**config.mk**
```make
export PLATFORM = sky130hd
export DESIGN_NAME = core_timer_bank
export DESIGN_NICKNAME = d
export VERILOG_FILES = /design/src/rtl/ctb_pkg.sv /design/src/rtl/ctb_regwin.sv /design/src/rtl/ctb_prescale.sv /design/src/rtl/ctb_counter.sv /design/src/rtl/core_timer_bank.sv
export SDC_FILE = /design/constraint.sdc
export NUM_CORES = 1
export LEC_CHECK = 0
export BUFFER_PORTS_ARGS = -buffer_cell sky130_fd_sc_hd__buf_2
export CAP_MARGIN = 20
export CORE_MARGIN = 4
export CORE_UTILIZATION = 45
export CTS_BUF_LIST = sky130_fd_sc_hd__clkbuf_4 sky130_fd_sc_hd__clkbuf_8
export DETAILED_ROUTE_END_ITERATION = 7
export GPL_TIMING_DRIVEN = 0
export HOLD_SLACK_MARGIN = 0.12
export PLACE_DENSITY = 0.71
export SYNTH_ARGS = -nofsm -noshare
export SYNTH_HDL_FRONTEND = slang
export SYNTH_SLANG_ARGS = --single-unit
```
**constraint.sdc**
```tcl
create_clock -name clk -period 9.6 [get_ports clk]
set_input_delay 0 -clock clk [delete_from_list [all_inputs] [get_ports clk]]
set_output_delay 0 -clock clk [all_outputs]
set_load 0.1 [all_outputs]
```
**src/rtl/ctb_pkg.sv**
```systemverilog
package ctb_pkg;
  localparam logic [7:0] OFS_CTRL = 8'h00;
  localparam logic [7:0] OFS_MASK = 8'h30;
  localparam int unsigned EN_BIT  = 0;
  localparam int unsigned DIV_LSB = 8;
  localparam int unsigned DIV_W   = 3;
  localparam int unsigned PSC_W   = 2;
  localparam logic [DIV_W-1:0] SEL_BY1 = 3'b001;
  localparam logic [DIV_W-1:0] SEL_BY2 = 3'b010;
  localparam logic [DIV_W-1:0] SEL_BY4 = 3'b100;
endpackage

```
**src/rtl/ctb_regwin.sv**
```systemverilog
module ctb_regwin
  import ctb_pkg::*;
#(
  parameter int unsigned NCORE  = 4,
  parameter int unsigned ADDR_W = 4,
  parameter int unsigned DATA_W = 32,
  parameter int unsigned IDX_W  = 8
) (
  input  logic              clk,
  input  logic              rst_n,
  input  logic              bus_sel,
  input  logic              bus_wr,
  input  logic [ADDR_W-1:0] bus_addr,
  input  logic [DATA_W-1:0] bus_wdata,
  output logic [DATA_W-1:0] bus_rdata,
  output logic              en_o,
  output logic [DIV_W-1:0]  div_o,
  output logic [NCORE-1:0]  mask_o
);
  localparam logic [ADDR_W-1:0] A_DATA  = ADDR_W'(0);
  localparam logic [ADDR_W-1:0] A_INDEX = ADDR_W'(4);
  localparam logic [DATA_W-1:0] CTRL_WMASK =
    DATA_W'(((1 << DIV_W) - 1) << DIV_LSB) | DATA_W'(1 << EN_BIT);
  localparam logic [DATA_W-1:0] MASK_WMASK =
    {{(DATA_W-NCORE){1'b0}}, {NCORE{1'b1}}};

  logic [IDX_W-1:0]  idx_q, idx_d;
  logic [DATA_W-1:0] ctrl_q, ctrl_d;
  logic [DATA_W-1:0] mask_q, mask_d;
  logic wr_idx, wr_dat, hit_ctrl, hit_mask, idx_ce, ctrl_ce, mask_ce;

  // next-state
  always_comb begin
    wr_idx   = bus_sel && bus_wr && (bus_addr == A_INDEX);
    wr_dat   = bus_sel && bus_wr && (bus_addr == A_DATA);
    hit_ctrl = (idx_q == IDX_W'(OFS_CTRL));
    hit_mask = (idx_q == IDX_W'(OFS_MASK));
    idx_ce   = wr_idx;
    ctrl_ce  = wr_dat && hit_ctrl;
    mask_ce  = wr_dat && hit_mask;
    idx_d    = bus_wdata[IDX_W-1:0];
    ctrl_d   = bus_wdata & CTRL_WMASK;
    mask_d   = bus_wdata & MASK_WMASK;
  end

  // read mux
  always_comb begin
    bus_rdata = '0;
    if (bus_sel && !bus_wr) begin
      if (bus_addr == A_INDEX) begin
        bus_rdata = {{(DATA_W-IDX_W){1'b0}}, idx_q};
      end else if (bus_addr == A_DATA) begin
        if (hit_ctrl)      bus_rdata = ctrl_q;
        else if (hit_mask) bus_rdata = mask_q;
      end
    end
  end

  always_ff @(posedge clk or negedge rst_n) begin
    if (!rst_n) begin
      idx_q  <= '0;
      ctrl_q <= '0;
      mask_q <= '0;
    end else begin
      if (idx_ce)  idx_q  <= idx_d;
      if (ctrl_ce) ctrl_q <= ctrl_d;
      if (mask_ce) mask_q <= mask_d;
    end
  end

  assign en_o   = ctrl_q[EN_BIT];
  assign div_o  = ctrl_q[DIV_LSB +: DIV_W];
  assign mask_o = mask_q[NCORE-1:0];

  // a data write through the control index lands in the outputs
  assert_ctrl_write_R2: assert property (@(posedge clk) disable iff (!rst_n)
    (bus_sel && bus_wr && bus_addr == A_DATA && idx_q == IDX_W'(OFS_CTRL))
    |=> (en_o == $past(bus_wdata[EN_BIT])) && (div_o == $past(bus_wdata[DIV_LSB +: DIV_W])));

  // data writes at an unused index leave configuration untouched
  assert_unused_ignored_R8: assert property (@(posedge clk) disable iff (!rst_n)
    (bus_sel && bus_wr && bus_addr == A_DATA &&
     idx_q != IDX_W'(OFS_CTRL) && idx_q != IDX_W'(OFS_MASK))
    |=> $stable(en_o) && $stable(div_o) && $stable(mask_o));

  // mask write reaches the mask output
  assert_mask_write_R7: assert property (@(posedge clk) disable iff (!rst_n)
    (bus_sel && bus_wr && bus_addr == A_DATA && idx_q == IDX_W'(OFS_MASK))
    |=> mask_o == $past(bus_wdata[NCORE-1:0]));
endmodule

```
**src/rtl/ctb_prescale.sv**
```systemverilog
module ctb_prescale
  import ctb_pkg::*;
(
  input  logic             clk,
  input  logic             rst_n,
  input  logic             en_i,
  input  logic [DIV_W-1:0] div_i,
  output logic             tick_o
);
  logic [PSC_W-1:0] psc_q, psc_d;
  logic run, sel_ok;

  always_comb begin
    sel_ok = (div_i == SEL_BY1) || (div_i == SEL_BY2) || (div_i == SEL_BY4);
    run    = en_i && sel_ok;
    psc_d  = run ? psc_q + PSC_W'(1) : '0;
    unique case (1'b1)
      (div_i == SEL_BY1): tick_o = run;
      (div_i == SEL_BY2): tick_o = run && psc_q[0];
      (div_i == SEL_BY4): tick_o = run && (psc_q == {PSC_W{1'b1}});
      default:            tick_o = 1'b0;
    endcase
  end

  always_ff @(posedge clk or negedge rst_n) begin
    if (!rst_n) psc_q <= '0;
    else        psc_q <= psc_d;
  end

  // divide-by-1 ticks on every enabled clock
  assert_by1_every_clock_R4: assert property (@(posedge clk) disable iff (!rst_n)
    (en_i && div_i == SEL_BY1) |-> tick_o);

  // divide-by-2 never ticks in two consecutive cycles
  assert_by2_spacing_R4: assert property (@(posedge clk) disable iff (!rst_n)
    (tick_o && div_i == SEL_BY2) |=> !(tick_o && div_i == SEL_BY2));
endmodule

```
**src/rtl/ctb_counter.sv**
```systemverilog
module ctb_counter #(
  parameter int unsigned CNT_W = 64
) (
  input  logic             clk,
  input  logic             rst_n,
  input  logic             tick_i,
  output logic [CNT_W-1:0] count_o
);
  logic [CNT_W-1:0] cnt_q, cnt_d;

  always_comb cnt_d = cnt_q + CNT_W'(1);

  always_ff @(posedge clk or negedge rst_n) begin
    if (!rst_n)      cnt_q <= '0;
    else if (tick_i) cnt_q <= cnt_d;
  end

  assign count_o = cnt_q;

  // each tick advances the count by exactly one
  assert_step_one_R4: assert property (@(posedge clk) disable iff (!rst_n)
    tick_i |=> count_o == $past(count_o) + CNT_W'(1));

  // no tick, no change
  assert_hold_no_tick_R6: assert property (@(posedge clk) disable iff (!rst_n)
    !tick_i |=> $stable(count_o));
endmodule

```
**src/rtl/core_timer_bank.sv**
```systemverilog
module core_timer_bank
  import ctb_pkg::*;
#(
  parameter int unsigned NCORE  = 4,
  parameter int unsigned CNT_W  = 64,
  parameter int unsigned ADDR_W = 4,
  parameter int unsigned DATA_W = 32,
  parameter int unsigned IDX_W  = 8
) (
  input  logic                   clk,
  input  logic                   rst_n,
  input  logic                   bus_sel,
  input  logic                   bus_wr,
  input  logic [ADDR_W-1:0]      bus_addr,
  input  logic [DATA_W-1:0]      bus_wdata,
  output logic [DATA_W-1:0]      bus_rdata,
  input  logic [NCORE-1:0]       core_evt_i,
  output logic [NCORE*CNT_W-1:0] count_o,
  output logic [NCORE-1:0]       irq_o
);
  logic rst_meta_q, rst_sync_q;
  logic en;
  logic [DIV_W-1:0] div;
  logic [NCORE-1:0] mask;
  logic tick;

  // reset: asserted asynchronously, released on the clock
  always_ff @(posedge clk or negedge rst_n) begin
    if (!rst_n) begin
      rst_meta_q <= 1'b0;
      rst_sync_q <= 1'b0;
    end else begin
      rst_meta_q <= 1'b1;
      rst_sync_q <= rst_meta_q;
    end
  end

  ctb_regwin #(.NCORE(NCORE), .ADDR_W(ADDR_W), .DATA_W(DATA_W), .IDX_W(IDX_W)) u_regwin (
    .clk(clk), .rst_n(rst_sync_q),
    .bus_sel(bus_sel), .bus_wr(bus_wr), .bus_addr(bus_addr),
    .bus_wdata(bus_wdata), .bus_rdata(bus_rdata),
    .en_o(en), .div_o(div), .mask_o(mask)
  );

  ctb_prescale u_psc (
    .clk(clk), .rst_n(rst_sync_q), .en_i(en), .div_i(div), .tick_o(tick)
  );

  for (genvar g = 0; g < NCORE; g++) begin : g_core
    ctb_counter #(.CNT_W(CNT_W)) u_cnt (
      .clk(clk), .rst_n(rst_sync_q), .tick_i(tick),
      .count_o(count_o[g*CNT_W +: CNT_W])
    );
    assign irq_o[g] = core_evt_i[g] & mask[g];

    if (g > 0) begin : g_lock
      // every core's counter matches core 0
      assert_lockstep_R3: assert property (@(posedge clk) disable iff (!rst_sync_q)
        count_o[g*CNT_W +: CNT_W] == count_o[CNT_W-1:0]);
    end
  end

  // a select without exactly one bit set freezes the count
  assert_bad_sel_holds_R5: assert property (@(posedge clk) disable iff (!rst_sync_q)
    !$onehot(div) |=> $stable(count_o));

  // disabled bank keeps its value
  assert_disabled_holds_R6: assert property (@(posedge clk) disable iff (!rst_sync_q)
    !en |=> $stable(count_o));
endmodule

```
==> reports/metrics.cfg <==
[status]
status = complete, no violations

[floorplanning]
io_pins = 336
floorplan.initialDensity_pct = 46.2
die_w_um = 181
core-area_um2 = 29000
die_y_um = 181
dieArea_um2 = 32600
std_cell_rows = 62

[finish]
utilization_pct = 58.0
nets = 1732
areaGrowthSynthToFinish_pct = 25.5
fillers = 2481
antenna_cells = 0
drive_above_1_share_pct = 27.5

[grt]
grt_max_degree = 73
grt_util_met1_pct = 29.6
grt_remaining_overflow = 0
gr-max-usage-layer = met2
antenna_found_initial = 0
grt_pass1_wl_mm = 61.2
grt_pass1_vias = 11500
met2_usage_pct = 36.0
met3_usage_pct = 6.00
track_usage_pct = 22.3

[sta]
final_max_slew_viol_count = 0
hold_viol_final = 0
worst_pin_slew_ns = 0.927
fin_crit_ns = 2.66
fmax_ghz = 0.375
finalSetupViolCount = 0
period_share_pct = 27.7
fin_worst_skew_ns = 0.0127
maxSlewHeadroom_pct = 37.6
rsz0062_at_grt = no

[worst_setup_path]
crit_type = flip-flop to flip-flop
crit_required_ns = 10.06
path_cells = clkbuf_1 -> nand4_1 -> a311oi_2 -> buf_4 -> nand3_1 -> nor4_2 -> xor2_1
cp_max_fo = 10
max_stage_delay_ns = 0.54
slowest_stage = clkbuf_1
arrival_ns = 3.12
setup.worst_path.end_class = flip-flop
cp-start-kind = flip-flop

[flow_run]
cap_violations = 0

[power_and_ir_drop]
powerDensity_nw_per_um2 = 156
total_power_mw = 2.63
ir_drop_mv = 0.111
p_leak_nw = 8.63

[clocking]
clock_latency_ns = 0.55
h-tree-depth = 2
cts.path.max_buffers = 3
cts_made_buffers = 48
cts_setup_buffers = 0
cts.repair.resized = 0
root_buffer = clkbuf_8
clk_pin_slew_ns = 0.06
cts.sinks = 276
cts_tree = done

[routing]
drt_iter0_markers = 696
drtAntennaViolNets = 0
wire_per_inst_um = 17.4
firstDrtPassIters = 5
via_count = 11400
drc_errors = 0
routed_wl_mm = 36.6
avgViaCountPerCell = 5.41

[synth]
synth.top_cell.area_share_pct = 51.6
ys_top_cells_by_area = dfrtp_1 52%, xor2_1 8.6%, xnor2_1 7.9%
ys_warn_count = 0
synth_flop_cell = dfrtp_1
ys_async_sr_fraction_pct = 100
synth_top_cell_by_area = dfrtp_1
synth_area_um2 = 13400
netlist_instances = 1288
synth_seq_area_share_pct = 51.6
synth_edf_count = 0
synth_seq_cells = 276
avgSynthCellArea_um2 = 10.4
synth_cell_types = 50

[worst_hold_path]
hold_path.class = flip-flop to async pin

[placed_design]
port-buffer-count = 293
place_hpwl_mm = 25.9
routabilityCongestion = 0.864

## placed cells by master, fill, tap and decap left out, types with 14 or more instances in the layout
| cell type | n |
|---|---|
| and3_1 | 20 |
| and4_1 | 14 |
| buf_2 | 307 |
| buf_4 | 24 |
| clkbuf_8 | 59 |
| conb_1 | 22 |
| dfrtp_1 | 275 |
| dlygate4sd3_1 | 27 |
| inv_1 | 30 |
| mux2_2 | 16 |
| nand2_1 | 130 |
| nand3_1 | 105 |
| nand4_1 | 96 |
| nor2_1 | 105 |
| nor3_1 | 63 |
| nor4_1 | 49 |
| xnor2_1 | 121 |
| xor2_1 | 132 |
## through the flow
step	instances	instance area [µm²]	TNS (ns)	hold WS, ns	setup WS [ns]
after CTS	2099	16800	0	0.150	6.86
after floorplan	1308	13500	0	-0.296	1.34
after global placement	1985	15400	-494.04	-0.214	-1.83
final	2099	16800	0	0.147	6.94
after global routing	2099	16800	0	0.156	6.63
after detailed placement	1990	15500	0	-0.213	6.87
## routing by layer
metal | wire, µm | part of all wire [%] | vias to the layer above
met2 | 17300 | 47 | 455
met1 | 15300 | 42 | 5546
met4 | 964 | 2.6 | 0
met5 | 0 | 0 | -
li1 | - | - | 5281
met3 | 2980 | 8.1 | 75
## critical path: cells and delay by family (launching register included)
family	cells	cell delay, ns
flip-flops	1	0.32
buffers and inverters	2	0.80
XOR/XNOR	1	0.16
AO/OA/AOI/OAI	1	0.40
AND/OR/NAND/NOR	3	0.90
## cell type report
| type | count | area, µm² | share of cell area, % |
|---|---|---|---|
| Inverter | 30 | 113 | 0.670 |
| Timing Repair Buffer | 325 | 1850 | 11.0 |
| Clock buffer | 70 | 895 | 5.32 |
| Clock inverter | 12 | 110 | 0.655 |
| Tap cell | 384 | 480 | 2.86 |
| Buffer | 45 | 275 | 1.64 |
| Sequential cell | 276 | 6910 | 41.1 |
| Multi-Input combinational cell | 957 | 6180 | 36.7 |
## cells in the mapped netlist, types with 2 or more instances
cell       number
xor2_1        132
a311oi_2        3
xnor2_1       121
nor2_1        105
or4_1           3
a22oi_1         4
ha_1            5
nor4_2         11
nand4bb_1       2
or2_2           6
nor3_2          3
clkbuf_1        8
and2_1         12
buf_4          24
nand4_2         4
conb_1          2
nor4bb_1        2
nor3_1         63
and3_1         20
or3_1           2
nand4_1        96
buf_2          13
inv_1          30
nor4_1         49
nand2b_1        6
mux2_2         16
nor3b_1         2
and4_1         14
dfrtp_1       276
nand3_1       105
nand2_1       130
## path summary, 6_finish.rpt
check / start / end / slack (ns) / cells after the start
worst max-delay path: u_regwin.ctrl_q[0] / g_core[3].u_cnt.count_o[58] / 6.94 / 7
worst min-delay path: rst_sync_q / u_regwin.idx_q[6] / 0.15 / 0
worst max register to register: u_regwin.ctrl_q[0] / g_core[3].u_cnt.count_o[58] / 6.94 / 7
worst min register to register: rst_sync_q / u_regwin.idx_q[6] / 0.15 / 0
max in group asynchronous: rst_sync_q / g_core[3].u_cnt.count_o[36] / 8.48 / 2
min in group clk: bus_addr[3] / u_regwin.ctrl_q[0] / 0.22 / 6
## logic make-up after synthesis
group	after synthesis	share of synthesized area, %
AND/OR/NAND/NOR	646	25.9
flip-flops	276	51.6
XOR/XNOR	253	16.5
buffers and inverters	75	2.90
multiplexers	16	1.34
AO/OA/AOI/OAI	15	1.24
adder cells (fa/ha/maj)	5	0.467
other	2	0.0561
## registers in the layout (all words and copies together) (netlist names)
signal,cells
u_regwin.ctrl_q,4
u_regwin.mask_q,4
rst_sync_q,1
rst_meta_q,1
u_psc.psc_q,2
g_core.u_cnt.count_o,256
u_regwin.idx_q,8
## where the power goes
group | switching [mW] | internal [mW] | total, mW | leakage, nW
registers | 0.0313 | 1.19 | 1.22 | 3.73
logic | 0.216 | 0.0637 | 0.279 | 4.36
clock network | 0.480 | 0.649 | 1.13 | 0.542
## repair_timing
action / CTS / global route
hold buffers: 27 / 0
setup endpoints to repair: 0 / 0
endpoints found under the hold margin: 18 / 0
Note: power is estimated with default switching activity, not from simulation.
